<file path="src/rtl/txd_pkg.sv">
package txd_pkg;
    typedef enum logic [3:0] {
        S_SUSP, S_RDESC, S_DRD, S_DTX, S_SEGEND, S_CMID,
        S_FEND, S_WAIT, S_WTS2, S_WTS3, S_WST0, S_WBDONE
    } txd_state_e;

    localparam int OWN_BIT  = 31;
    localparam int CTRL_LSB = 27;
    localparam int CTRL_W   = 4;
    localparam int C_IOC    = 3;
    localparam int C_LAST   = 2;
    localparam int STAMP_W  = 64;
    localparam int WORD_W   = 32;
    localparam int LANES    = WORD_W / 8;
endpackage

</file>
<file path="src/rtl/txd_close_slot.sv">
module txd_close_slot
    import txd_pkg::*;
#(
    parameter int AW = 32
) (
    input  logic              clk,
    input  logic              rst_n,
    input  logic              load,
    input  logic [AW-1:0]     load_addr,
    input  logic [CTRL_W-1:0] load_ctrl,
    input  logic              clear,
    output logic              valid,
    output logic [AW-1:0]     addr,
    output logic [CTRL_W-1:0] ctrl
);
    always_ff @(posedge clk or negedge rst_n) begin
        if (!rst_n) begin
            valid <= 1'b0;
            addr  <= '0;
            ctrl  <= '0;
        end else if (load) begin
            valid <= 1'b1;
            addr  <= load_addr;
            ctrl  <= load_ctrl;
        end else if (clear) begin
            valid <= 1'b0;
        end
    end
endmodule

</file>
<file path="src/rtl/txd_stat_hold.sv">
module txd_stat_hold
    import txd_pkg::*;
(
    input  logic               clk,
    input  logic               rst_n,
    input  logic               in_valid,
    input  logic               in_uf,
    input  logic               in_ts,
    input  logic [STAMP_W-1:0] in_stamp,
    input  logic               clear,
    output logic               ready,
    output logic               held,
    output logic               uf,
    output logic               ts,
    output logic [STAMP_W-1:0] stamp
);
    assign ready = !held;

    always_ff @(posedge clk or negedge rst_n) begin
        if (!rst_n) begin
            held  <= 1'b0;
            uf    <= 1'b0;
            ts    <= 1'b0;
            stamp <= '0;
        end else if (clear) begin
            held <= 1'b0;
        end else if (in_valid && !held) begin
            held  <= 1'b1;
            uf    <= in_uf;
            ts    <= in_ts;
            stamp <= in_stamp;
        end
    end
endmodule

</file>
<file path="src/rtl/txd_pipe_dma.sv">
module txd_pipe_dma
    import txd_pkg::*;
#(
    parameter int          AW        = 32,
    parameter int          CNT_W     = 13,
    parameter logic [31:0] RING_BASE = 32'h0000_0100
) (
    input  logic               clk,
    input  logic               rst_n,
    input  logic               poll,
    output logic               mem_req,
    output logic               mem_we,
    output logic [AW-1:0]      mem_addr,
    output logic [WORD_W-1:0]  mem_wdata,
    input  logic [WORD_W-1:0]  mem_rdata,
    input  logic               mem_ack,
    output logic [7:0]         tx_data,
    output logic               tx_valid,
    output logic               tx_last,
    input  logic               tx_ready,
    input  logic               st_valid,
    input  logic               st_underflow,
    input  logic               st_tscap,
    input  logic [STAMP_W-1:0] st_stamp,
    output logic               st_ready,
    output logic               irq,
    output logic               running
);
    localparam int LW = $clog2(LANES);

    txd_state_e          state;
    logic [1:0]          widx;
    logic [CTRL_W-1:0]   ctrl;
    logic [CNT_W-1:0]    cnt;
    logic [AW-1:0]       buf_ptr, next_ptr, desc_ptr;
    logic [WORD_W-1:0]   word_buf;
    logic [LW-1:0]       bidx;
    logic                from_susp, irq_q;

    logic                pend_valid, pend_load, pend_clear;
    logic [AW-1:0]       pend_addr;
    logic [CTRL_W-1:0]   pend_ctrl;
    logic                sh_held, sh_uf, sh_ts, sh_clear;
    logic [STAMP_W-1:0]  sh_stamp;

    txd_close_slot #(.AW(AW)) u_slot (
        .clk(clk), .rst_n(rst_n), .load(pend_load), .load_addr(desc_ptr),
        .load_ctrl(ctrl), .clear(pend_clear), .valid(pend_valid),
        .addr(pend_addr), .ctrl(pend_ctrl)
    );

    txd_stat_hold u_stat (
        .clk(clk), .rst_n(rst_n), .in_valid(st_valid), .in_uf(st_underflow),
        .in_ts(st_tscap), .in_stamp(st_stamp), .clear(sh_clear),
        .ready(st_ready), .held(sh_held), .uf(sh_uf), .ts(sh_ts), .stamp(sh_stamp)
    );

    // state register and datapath
    always_ff @(posedge clk or negedge rst_n) begin
        if (!rst_n) begin
            state     <= S_SUSP;
            widx      <= '0;
            ctrl      <= '0;
            cnt       <= '0;
            buf_ptr   <= '0;
            next_ptr  <= '0;
            desc_ptr  <= AW'(RING_BASE);
            word_buf  <= '0;
            bidx      <= '0;
            from_susp <= 1'b0;
            irq_q     <= 1'b0;
        end else begin
            irq_q <= 1'b0;
            unique case (state)
                S_SUSP: begin
                    if (pend_valid && sh_held) begin
                        from_susp <= 1'b1;
                        state     <= sh_ts ? S_WTS2 : S_WST0;
                    end else if (poll) begin
                        widx  <= '0;
                        state <= S_RDESC;
                    end
                end
                S_RDESC: if (mem_ack) begin
                    widx <= widx + 2'd1;
                    unique case (widx)
                        2'd0: begin
                            ctrl <= mem_rdata[CTRL_LSB +: CTRL_W];
                            if (!mem_rdata[OWN_BIT]) state <= S_SUSP;
                        end
                        2'd1: cnt     <= mem_rdata[CNT_W-1:0];
                        2'd2: buf_ptr <= mem_rdata[AW-1:0];
                        default: begin
                            next_ptr <= mem_rdata[AW-1:0];
                            state    <= (cnt == '0) ? S_SEGEND : S_DRD;
                        end
                    endcase
                end
                S_DRD: if (mem_ack) begin
                    word_buf <= mem_rdata;
                    bidx     <= '0;
                    state    <= S_DTX;
                end
                S_DTX: if (tx_ready) begin
                    cnt  <= cnt - CNT_W'(1);
                    bidx <= bidx + LW'(1);
                    if (cnt == CNT_W'(1)) begin
                        state <= S_SEGEND;
                    end else if (bidx == LW'(LANES - 1)) begin
                        buf_ptr <= buf_ptr + AW'(LANES);
                        state   <= S_DRD;
                    end
                end
                S_SEGEND: state <= ctrl[C_LAST] ? S_FEND : S_CMID;
                S_CMID: if (mem_ack) begin
                    desc_ptr <= next_ptr;
                    widx     <= '0;
                    state    <= S_RDESC;
                end
                S_FEND: begin
                    if (pend_valid) begin
                        state <= S_WAIT;
                    end else begin
                        desc_ptr <= next_ptr;
                        widx     <= '0;
                        state    <= S_RDESC;
                    end
                end
                S_WAIT: if (sh_held) state <= sh_ts ? S_WTS2 : S_WST0;
                S_WTS2: if (mem_ack) state <= S_WTS3;
                S_WTS3: if (mem_ack) state <= S_WST0;
                S_WST0: if (mem_ack) begin
                    irq_q <= pend_ctrl[C_IOC];
                    state <= S_WBDONE;
                end
                S_WBDONE: begin
                    if (from_susp) begin
                        from_susp <= 1'b0;
                        state     <= S_SUSP;
                    end else begin
                        desc_ptr <= next_ptr;
                        widx     <= '0;
                        state    <= sh_uf ? S_SUSP : S_RDESC;
                    end
                end
                default: state <= S_SUSP;
            endcase
        end
    end

    // outputs
    always_comb begin
        mem_req    = 1'b0;
        mem_we     = 1'b0;
        mem_addr   = '0;
        mem_wdata  = '0;
        tx_valid   = 1'b0;
        tx_last    = 1'b0;
        tx_data    = word_buf[8*bidx +: 8];
        pend_load  = 1'b0;
        pend_clear = 1'b0;
        sh_clear   = 1'b0;
        unique case (state)
            S_RDESC: begin
                mem_req  = 1'b1;
                mem_addr = desc_ptr + AW'({widx, 2'b00});
            end
            S_DRD: begin
                mem_req  = 1'b1;
                mem_addr = buf_ptr;
            end
            S_DTX: begin
                tx_valid = 1'b1;
                tx_last  = ctrl[C_LAST] && (cnt == CNT_W'(1));
            end
            S_CMID: begin
                mem_req   = 1'b1;
                mem_we    = 1'b1;
                mem_addr  = desc_ptr;
                mem_wdata = {1'b0, ctrl, 27'b0};
            end
            S_FEND: pend_load = !pend_valid;
            S_WTS2: begin
                mem_req   = 1'b1;
                mem_we    = 1'b1;
                mem_addr  = pend_addr + AW'(8);
                mem_wdata = sh_stamp[31:0];
            end
            S_WTS3: begin
                mem_req   = 1'b1;
                mem_we    = 1'b1;
                mem_addr  = pend_addr + AW'(12);
                mem_wdata = sh_stamp[63:32];
            end
            S_WST0: begin
                mem_req   = 1'b1;
                mem_we    = 1'b1;
                mem_addr  = pend_addr;
                mem_wdata = {1'b0, pend_ctrl, 25'b0, sh_ts, sh_uf};
            end
            S_WBDONE: begin
                pend_clear = 1'b1;
                pend_load  = !from_susp;
                sh_clear   = 1'b1;
            end
            default: ;
        endcase
        irq     = irq_q;
        running = (state != S_SUSP) && !from_susp;
    end


    tx_hold_chk: assert property (@(posedge clk) disable iff (!rst_n)
        tx_valid && !tx_ready |=> tx_valid && $stable(tx_data) && $stable(tx_last));

    mem_hold_chk: assert property (@(posedge clk) disable iff (!rst_n)
        mem_req && !mem_ack |=> mem_req && $stable(mem_addr) && $stable(mem_we));

    st_accept_chk: assert property (@(posedge clk) disable iff (!rst_n)
        st_valid && st_ready |=> !st_ready);

    irq_src_chk: assert property (@(posedge clk) disable iff (!rst_n)
        irq |-> $past(mem_req && mem_we && mem_ack));

    wake_chk: assert property (@(posedge clk) disable iff (!rst_n)
        $rose(running) |-> $past(poll));

    susp_wb_chk: assert property (@(posedge clk) disable iff (!rst_n)
        from_susp |-> !running && !tx_valid);
endmodule

</file>
<file path="config.mk">
export PLATFORM = sky130hd
export DESIGN_NAME = txd_pipe_dma
export DESIGN_NICKNAME = d
export VERILOG_FILES = /design/src/rtl/txd_pkg.sv /design/src/rtl/txd_close_slot.sv /design/src/rtl/txd_stat_hold.sv /design/src/rtl/txd_pipe_dma.sv
export SDC_FILE = /design/constraint.sdc
export NUM_CORES = 1
export LEC_CHECK = 0
export BUFFER_PORTS_ARGS = -buffer_cell sky130_fd_sc_hd__buf_2
export CORE_ASPECT_RATIO = 0.8
export CORE_MARGIN = 1.5
export CORE_UTILIZATION = 55
export CTS_BUF_LIST = sky130_fd_sc_hd__clkbuf_4 sky130_fd_sc_hd__clkbuf_8 sky130_fd_sc_hd__clkbuf_16
export DETAILED_ROUTE_END_ITERATION = 16
export PLACE_DENSITY = 0.75
export SYNTH_ARGS = -nofsm -noshare
export SYNTH_HDL_FRONTEND = slang
export SYNTH_SLANG_ARGS = --single-unit
</file>
<file path="constraint.sdc">
create_clock -name clk -period 2.5 [get_ports clk]
set_input_delay 0.125 -clock clk [delete_from_list [all_inputs] [get_ports clk]]
set_output_delay 0.125 -clock clk [all_outputs]
set_load 0.05 [all_outputs]
</file>
==> run summary <==
Hold EP -> word_buf[29]
row count -> 53
Max H-tree Level -> 1
post-placement setup slack -> -57.00 ps
Crit path max-delay family -> simple AND/OR/NAND/NOR gates
failing checks -> setup timing
most common cell in the netlist -> dfrtp_1
Crit. End Element -> output port
Critical Path, Cell by Cell -> inv_2 -> ha_4 -> a21oi_4 -> or4_4 -> o21ai_2 -> a21oi_2 -> or4_4 -> buf_8
DRC viols -> 0
share of the synthesized area in the top cell type -> 44.38%
slowest stage cell on the critical path -> or4_4
Syn Nets -> 1497
Unique masters post-synth -> 86
Top FF cell, synth -> dfrtp_1
DR vias/cell -> 6.636
LEAKAGE -> 0.008821 uW
Setup crit start kind -> register
M1 WL -> 21560 um
Tot GR Track Use -> 38.04%
Hold Path Class -> in2reg
CP Max Fanout -> 4
nets@finish -> 1886
metal3 WL -> 6137 um
worst clock skew -> 8.771 ps
top-level I/O count -> 183
via count -> 14220
FMAX -> 0.3419 GHz
fin cells -> 2143
outcome -> complete, but fails checks
Top Metal Used -> met4
most used cell, CP -> or4_4
Layout area overhead -> 36.51%
WL final -> 54200 um
Rel. slew slack -> 39.11%
critical path class -> reg2out
worst hold path stage count -> 2
initial drt markers -> 1772
Cells after Synth -> 1378
Hold Fails Final Rpt -> 0
Placed Cells -> 1942
cell type with the largest total area after synthesis -> dfrtp_1
total gr overflow -> 0
post-DP HPWL -> 35150 um
share of cells above drive strength 1 -> 41.38%
antenna diode count -> 0
largest net degree at the start of global routing -> 69
core area -> 26130 um2
Skew-Pair Late Insertion Delay -> 550 ps
FF-to-FF setup slack -> 70 ps
top post-synthesis cells by area -> dfrtp_1 (44%), mux2_2 (16%), a21oi_1 (2.6%)
RSZ-0062 raised after global routing -> true
min-delay src -> mem_rdata[29]
Worst Path Buf+Inv -> 2
Max stage delay on crit path -> 570 ps
Tcrit/Tclk final -> 117.0%
crit path DAT -> 2800 ps
Crit path depth -> 8
DR WL/cell -> 25.29 um
sequential cell area fraction in the yosys report -> 44.56%
Final Slew Violations -> 0
vias in the first global route -> 13320
initial antenna violation count -> 0
min cycle time layout -> 2925 ps
Area after DPL -> 16590 um2
number of buffers added on ports -> 182
Die Width -> 184.8 um
number of synthesized register bits -> 259
CTS clk-pin slew, worst paths -> 70 ps
mean post-synth cell area -> 10.56 um2
first-pass GRT wire length -> 79540 um
warning count from the yosys run -> 0
gp weighted congestion -> 0.9910
Post-Layout Inst Area -> 19860 um2
R2R Path End -> buf_ptr[21]
Pwr per Cell Area -> 1199 nW/um2
hold slack -> 27.82 ps
clk root buf -> clkbuf_16
Worst-Margin Slew -> 911.4 ps
clock buffer count from CTS -> 27
Max IR drop VDD -> 956.7 uV
final worst slack -> -425.2 ps
number of enable flip-flop cells after synthesis -> 0
top post-synthesis cells by count -> dfrtp_1 (258), mux2_2 (201), nand2_1 (81), a21oi_1 (76), o21ai_0 (66)
1st-pass router iterations -> 9
Die Y -> 148.5 um
Post-Syn Area -> 14550 um2
ys async rst share -> 100.0%
Reg2Reg Depth -> 8
TritonCTS Sinks -> 259
Max clock buf depth -> 3
Data required, critical path -> 2380 ps
worst r2r src -> state[2]
CTS tree -> done
ANT nets after route -> 0
max-cap viol count -> 0
Final setup viols -> 29
die area -> 27440 um2
initial cell density of the core -> 55.68%
Met2 Wirelength -> 24580 um
## repair_timing
action                                 CTS  global route
resized for setup                      173            68
setup endpoints to repair               66            65
hold buffers                            99             0
buffers inserted                        31            19
gates cloned                             3             3
endpoints found under the hold margin  211             0
pin swaps                               34            35
## worst reg2reg max path: stages (launching register included)
cell	delay, ps
dfrtp_1	430
buf_12	170
buf_6	150
or3b_4	450
a21oi_4	280
a21boi_4	340
buf_12	190
o21ai_0	120
o2bb2ai_1	160
## metal layers
layer	vias to the layer above	GRT usage, %
li1	6025	-
met1	7024	54.83
met2	995	57.22
met3	177	8.448
met4	0	12.24
met5	-	0
## worst max-delay path by stage
stage	slack, ps	endpoint	start
6_report	-430	mem_addr[21]	u_slot.addr[3]
5_1_grt	-490	mem_addr[31]	u_slot.addr[4]
4_1_cts	-450	mem_addr[21]	u_slot.addr[4]
3_5_place_dp	-60	mem_addr[21]	u_slot.addr[3]
3_3_place_gp	-40	mem_addr[21]	u_slot.addr[3]
2_1_floorplan	10	mem_addr[30]	widx[0]
## flip-flops by register name, indices dropped and copies added (netlist names)
name and cells:
widx 2, u_slot.ctrl 4, desc_ptr 32, state 4, u_slot.valid 1, u_stat.ts 1, ctrl 4, u_stat.stamp 64
cnt 13, buf_ptr 32, irq 1, u_slot.addr 32, next_ptr 32, u_stat.uf 1, u_stat.held 1, word_buf 32
bidx 2, from_susp 1
## layout make-up
cell class | count | area, um2
repair buffers | 458 | 3851
clock inverters | 12 | 118.9
fillers | 1700 | 6269
well taps | 357 | 446.7
multi-input cells | 990 | 8054
inverters | 31 | 118.9
flip-flops and latches | 259 | 6495
clock buffers | 36 | 774.5
## per-stage QoR
| step | utilization [%] | power (uW) | TNS (ps) |
|---|---|---|---|
| after floorplan | - | 14340 | 0 |
| after global placement | 63.49 | 17420 | -39.65 |
| after detailed placement | 63.49 | 17720 | -102.7 |
| after CTS | 74.24 | 22900 | -6764 |
| after global routing | 76.01 | 24660 | -9848 |
| final | 76.01 | 23800 | -8233 |
## report_power, final
part | total (uW) | switching [uW] | leakage, uW | internal (uW)
sequential | 7690 | 1740 | 0.00327 | 5950
clock | 4140 | 1760 | 0.000448 | 2380
combinational | 12000 | 7000 | 0.00510 | 4980
## layout by cell type, fill, tap and decap left out, types with 10 or more instances in the layout
cell,netlist,final
a21oi_1,76,71
and3_1,12,10
nand2_1,81,80
xnor2_1,18,18
nand3_1,57,51
buf_6,3,38
nor2_1,55,50
a22oi_1,23,19
inv_1,30,29
buf_12,0,19
nand4_1,28,28
a2bb2oi_1,10,10
nor3_1,34,28
buf_4,8,166
a222oi_1,12,12
clkbuf_16,0,29
mux2_2,201,201
o211ai_1,14,14
a22o_1,34,34
dfrtp_2,0,10
nor4_1,22,10
ha_1,14,10
o21ai_0,66,61
dfrtp_1,258,248
dlygate4sd3_1,0,99
buf_2,44,123
o22ai_1,19,18
## logic make-up after synthesis
kind of cell / synth area share, %
simple gates: 14.41
flops: 44.56
fa+ha+maj: 1.342
mux: 17.55
compound gates: 16.50
buf+inv: 4.120
xor+xnor: 1.505
Power figures use the tool's default switching activity.
